$ cat src/rtl/rdy_status_reporter.sv
module rdy_status_reporter #(
  parameter int MIN_DESEL_CYC = 63
) (
  input  logic clk,
  input  logic rst_n,
  input  logic prog_busy,
  input  logic cs_n,
  input  logic sclk,
  input  logic sdi,
  output logic rdy_pin,
  output logic sdo,
  output logic sdo_oe,
  output logic lockout,
  output logic frame_start
);
  localparam int CW = $clog2(MIN_DESEL_CYC + 1);
  localparam logic [CW-1:0] GAP_MAX = CW'(MIN_DESEL_CYC);

  logic          cs_q, sclk_q, stat_q, reject_q, start_q;
  logic [CW-1:0] gap_q;

  wire cs_fall   = cs_q & ~cs_n;
  wire gap_ok    = gap_q >= GAP_MAX;
  wire sk_rise   = sclk & ~sclk_q;
  wire start_bit = stat_q & ~cs_n & sk_rise & sdi;

  always_ff @(posedge clk or negedge rst_n) begin
    if (!rst_n) begin
      cs_q     <= 1'b1;
      sclk_q   <= 1'b0;
      stat_q   <= 1'b0;
      reject_q <= 1'b0;
      start_q  <= 1'b0;
      gap_q    <= GAP_MAX;
    end else begin
      cs_q    <= cs_n;
      sclk_q  <= sclk;
      start_q <= start_bit & ~prog_busy & ~reject_q;
      if (cs_n) begin
        gap_q    <= gap_ok ? gap_q : gap_q + 1'b1;
        stat_q   <= 1'b0;
        reject_q <= 1'b0;
      end else begin
        gap_q    <= '0;
        reject_q <= reject_q | prog_busy | (cs_fall & ~gap_ok);
        if (cs_fall)        stat_q <= ~sclk & gap_ok;
        else if (start_bit) stat_q <= 1'b0;
      end
    end
  end

  assign rdy_pin     = ~prog_busy;
  assign sdo_oe      = stat_q & ~cs_n;
  assign sdo         = sdo_oe & ~prog_busy;
  assign lockout     = ~cs_n & (reject_q | prog_busy);
  assign frame_start = start_q;

  p_exit_on_start_r4: assert property (@(posedge clk) disable iff (!rst_n)
    (stat_q && !cs_n && sclk && !sclk_q && sdi) |=> !sdo_oe);

  p_no_handoff_busy_r6: assert property (@(posedge clk) disable iff (!rst_n)
    prog_busy |=> !frame_start);

  p_desel_clears_r3: assert property (@(posedge clk) disable iff (!rst_n)
    cs_n |=> (!stat_q && !reject_q));

  p_short_gap_r7: assert property (@(posedge clk) disable iff (!rst_n)
    (cs_q && !cs_n && !gap_ok) |=> (cs_n || (lockout && !sdo_oe)));

  p_handoff_pulse_r6: assert property (@(posedge clk) disable iff (!rst_n)
    frame_start |=> !frame_start);
endmodule

$ cat config.mk
export PLATFORM = sky130hd
export DESIGN_NAME = rdy_status_reporter
export DESIGN_NICKNAME = d
export VERILOG_FILES = /design/src/rtl/rdy_status_reporter.sv
export SDC_FILE = /design/constraint.sdc
export NUM_CORES = 1
export LEC_CHECK = 0
export BUFFER_PORTS_ARGS = -buffer_cell sky130_fd_sc_hd__buf_2
export CORE_AREA = 5 5 42 44
export CTS_CLUSTER_SIZE = 14
export DETAILED_ROUTE_END_ITERATION = 7
export DIE_AREA = 0 0 47 49
export PLACE_DENSITY = 0.62
export SLEW_MARGIN = 20
export SYNTH_ARGS = -nofsm -noshare
export SYNTH_HDL_FRONTEND = slang
export SYNTH_SLANG_ARGS = --single-unit
$ cat constraint.sdc
create_clock -name clk -period 2.36 [get_ports clk]
set_input_delay 0.472 -clock clk [delete_from_list [all_inputs] [get_ports clk]]
set_output_delay 0.472 -clock clk [all_outputs]
set_load 0.02 [all_outputs]
# Word level (Yosys, flattened, before mapping)
# Index checks and enable logic that the tools add are counted.
word_totals:
  reg_bits: 11
  inputBits: 6
  output_inout_bits: 5
classes:
  n_reduce_logical: 1
  n_bitwise: 19
  eq_ne: 1
  mux: 6
  addsub: 1
  order_cmp: 1
op_table:
  columns: ["op", "count"]
  rows:
  - ["6-bit 2-to-1 mux", 2]
  - ["1-bit bitwise AND", 11]
  - ["6-bit by 1-bit adder with 6-bit output (second input constant)", 1]
  - ["6-bit >= comparator (second input constant)", 1]
  - ["1-bit inverter", 6]
  - ["1-bit 2-to-1 mux", 4]
  - ["3-bit nonzero test", 1]
  - ["2-bit inequality test (second input constant)", 1]
  - ["1-bit bitwise OR", 2]

# Longest topological paths before layout
logic_depth:
  word_depth: 7
  depth_mapped: 3
  mapped_depth_nobuf: 3

# Worst setup path after synthesis
# Ideal clock, no wire load.
synth_timing:
  path_type: "input to output"
  from: "input port cs_n"
  to: "output port sdo"
  slack_ps: 927
  arrival_time_ps: 961
  stages: 3
  path_cell_list: "inv_1 -> nand2_1 -> nor2_1"
synth_between:
  elab_chain_cells: 3
synth_rtl:
  columns: ["item", "line", "text"]
  rows:
  - ["from (decl)", "7", "input logic cs_n,"]
  - ["1-bit inverter", "53", "assign sdo_oe = stat_q & ~cs_n;"]
  - ["1-bit bitwise AND", "53", null]
  - ["1-bit bitwise AND", "54", "assign sdo = sdo_oe & ~prog_busy;"]
  - ["to (decl)", "11", "output logic sdo,"]
# Every way passes these cells.

# Final worst setup path
# Ends and elaborated chain as after synthesis.

==> out/results.txt <==
Fin cells - 76
Library cells used by synthesis - 22
P_leak - 0.2621 nW
Max clock buf depth - 2
CTS tree - done
I/O Buffers - 10
Via-to-Cell Ratio - 5.197
Maximum vdd drop - 0.4484 mV
Vias - 395
Setup_tns - 0 ps
Buffer count from post-CTS setup fixing - 0
DP HPWL - 687.5 µm
Startpoint class of the critical path - input port
Diode count - 0
Starting DRC count in detailed routing - 5
Clk root buf - clkbuf_4
Top post-synthesis cells by area - dfstp_2 (37%), dfrtp_1 (20%), mux2i_1 (4.0%), a31oi_1 (3.8%), nand2_1 (3.8%)
TritonRoute pass-1 iters - 4
Post-synth EDFFs - 0
CP required - 1890 ps
Largest net degree at the start of global routing - 12
Routed len/inst - 11.67 µm
Total gr overflow - 0
Routed WL - 887 µm
Tmin final - 1604 ps
Share of layout cells above drive strength 1 - 38.33%
Starting Density - 35.45%
Crit end category - primary output
Clk Latency, worst-skew pair - 260 ps
Syn avg cell area - 10.80 µm²
Fin crit share - 67.96%
Worst-path clk slew - 70 ps
DRC - 0
Area grow syn2layout - 19.40%
Cts hold-fix bufs - 0
Top-count cell post-synth - dfstp_2
First-pass GRT wire length - 1.580 mm
Synth Cell Area - 496.7 µm²
H-tree depth - 1
IO Count - 11
Max-Cap Viols - 0
Seq/Total Area, Yosys - 57.18%
Net count after synthesis - 53
Post-layout nets - 68
Status - finished clean
GRT Total Usage - 9.687%
Core area - 0.001401 mm²
Synth warn - 0
Top achievable clock speed - 623.5 MHz
Slew headroom - 84.36%
Antenna viol nets, final - 0
Synth top area share - 37.03%
Min-Delay Path Class - input port to asynchronous set/reset pin
Hold slack - 57.24 ps
# resized after CTS - 0
Clock sinks - 11
Row count - 14
Setup Skew - 1.797 ps
# setup viols final - 0
Critical Setup Path Class - input port to primary output
Die Wd - 47 µm
Max-slew violations - 0
Mapped Cells - 46
Unrepaired setup endpoints after global routing - false
Number of global-route vias before repair - 392
Critical Path Fanout Max - 9
Final Wtd Congestion - 0.7376
Post-Place Cells - 72
Die area - 0.002303 mm²
Register-to-Register Path Depth - 3
Cell taking the most area after synthesis - dfstp_2
Worst slew pin tran - 233.1 ps
Power Density - 611.9 mW/mm²
FF+latch count, synth - 11
WP data arrival - 1130 ps
Final Hold Fails - 0
CTS Buf Count - 3
Top_reg_cell synth - dfstp_2
Fraction of registers with async set/reset - 100.0%
Initial antenna violation count - 0
Commonest cells post-synth - dfstp_2 (7), nand2_1 (5), dfrtp_1 (4), inv_1 (4), nor2_1 (4)
Die height - 49 µm
## cells by family after synthesis
kind of cell	share of synthesized area (%)
AND/OR/NAND/NOR	18.39
multiplexers	4.030
AO/OA/AOI/OAI	14.86
buffers and inverters	3.022
flip-flops	57.18
adder cells (fa/ha/maj)	2.518
## path summary, 6_finish.rpt
| check | to | slack [ps] | startpoint |
|---|---|---|---|
| worst max-delay path | sdo | 760 | cs_n |
| min in group clk | sclk_q | 340 | sclk |
| worst min register to register | frame_start | 440 | reject_q |
| worst min-delay path | stat_q | 60 | rst_n |
| max in group asynchronous | gap_q[0] | 2040 | rst_n |
| worst max register to register | reject_q | 1010 | gap_q[0] |
## layout by cell type (no fill, tap or decap), types with 2 or more instances in the layout
cell type / count
buf_2: 10
a311oi_1: 2
nor2_1: 4
nand2_1: 5
inv_1: 4
a31oi_1: 3
clkbuf_4: 3
dfstp_2: 7
dfrtp_1: 4
a21oi_1: 2
mux2i_1: 2
## area by class of cell
cell class                      count  area [µm²]
Fill cell                         146       808.3
Sequential cell                    11       284.0
Multi-Input combinational cell     31       197.7
Timing Repair Buffer               10       50.05
Clock buffer                        4       26.28
Tap cell                           16       20.02
Inverter                            4       15.01
## state kept, by name, summed over array words and instances, names as in the netlist
register	cells
cs_q	1
gap_q	6
frame_start	1
stat_q	1
reject_q	1
sclk_q	1
## per-stage QoR
stage / instance area, µm² / power, mW / setup slack [ps] / utilization [%]
floorplan: 496.7 / 0.2246 / 927.0 / -
global placement: 566.8 / 0.2401 / 769.3 / 40.45
detailed placement: 566.8 / 0.2408 / 750.0 / 40.45
CTS: 593.1 / 0.3682 / 746.4 / 42.32
global route: 593.1 / 0.3840 / 658.6 / 42.32
finish: 593.1 / 0.3629 / 756.2 / 42.32
## power breakdown
| group | switching [mW] | leakage [nW] | internal, mW |
|---|---|---|---|
| logic | 0.0186 | 0.123 | 0.0119 |
| clock network | 0.0606 | 0.0150 | 0.0654 |
| registers | 0.00621 | 0.124 | 0.200 |
## routing by layer
metal	track usage (%)	vias up	routed length (µm)
li1	-	199	-
met1	11.39	184	412
met2	14.03	8	412
met3	2.214	4	29
met4	8.295	0	33
met5	0	-	0
## critical path: stages
cell     delay (ps)
buf_2           150
inv_1           150
nand2_1         110
nor2_1           90
buf_2           160
(Power assumes the default switching activity.)
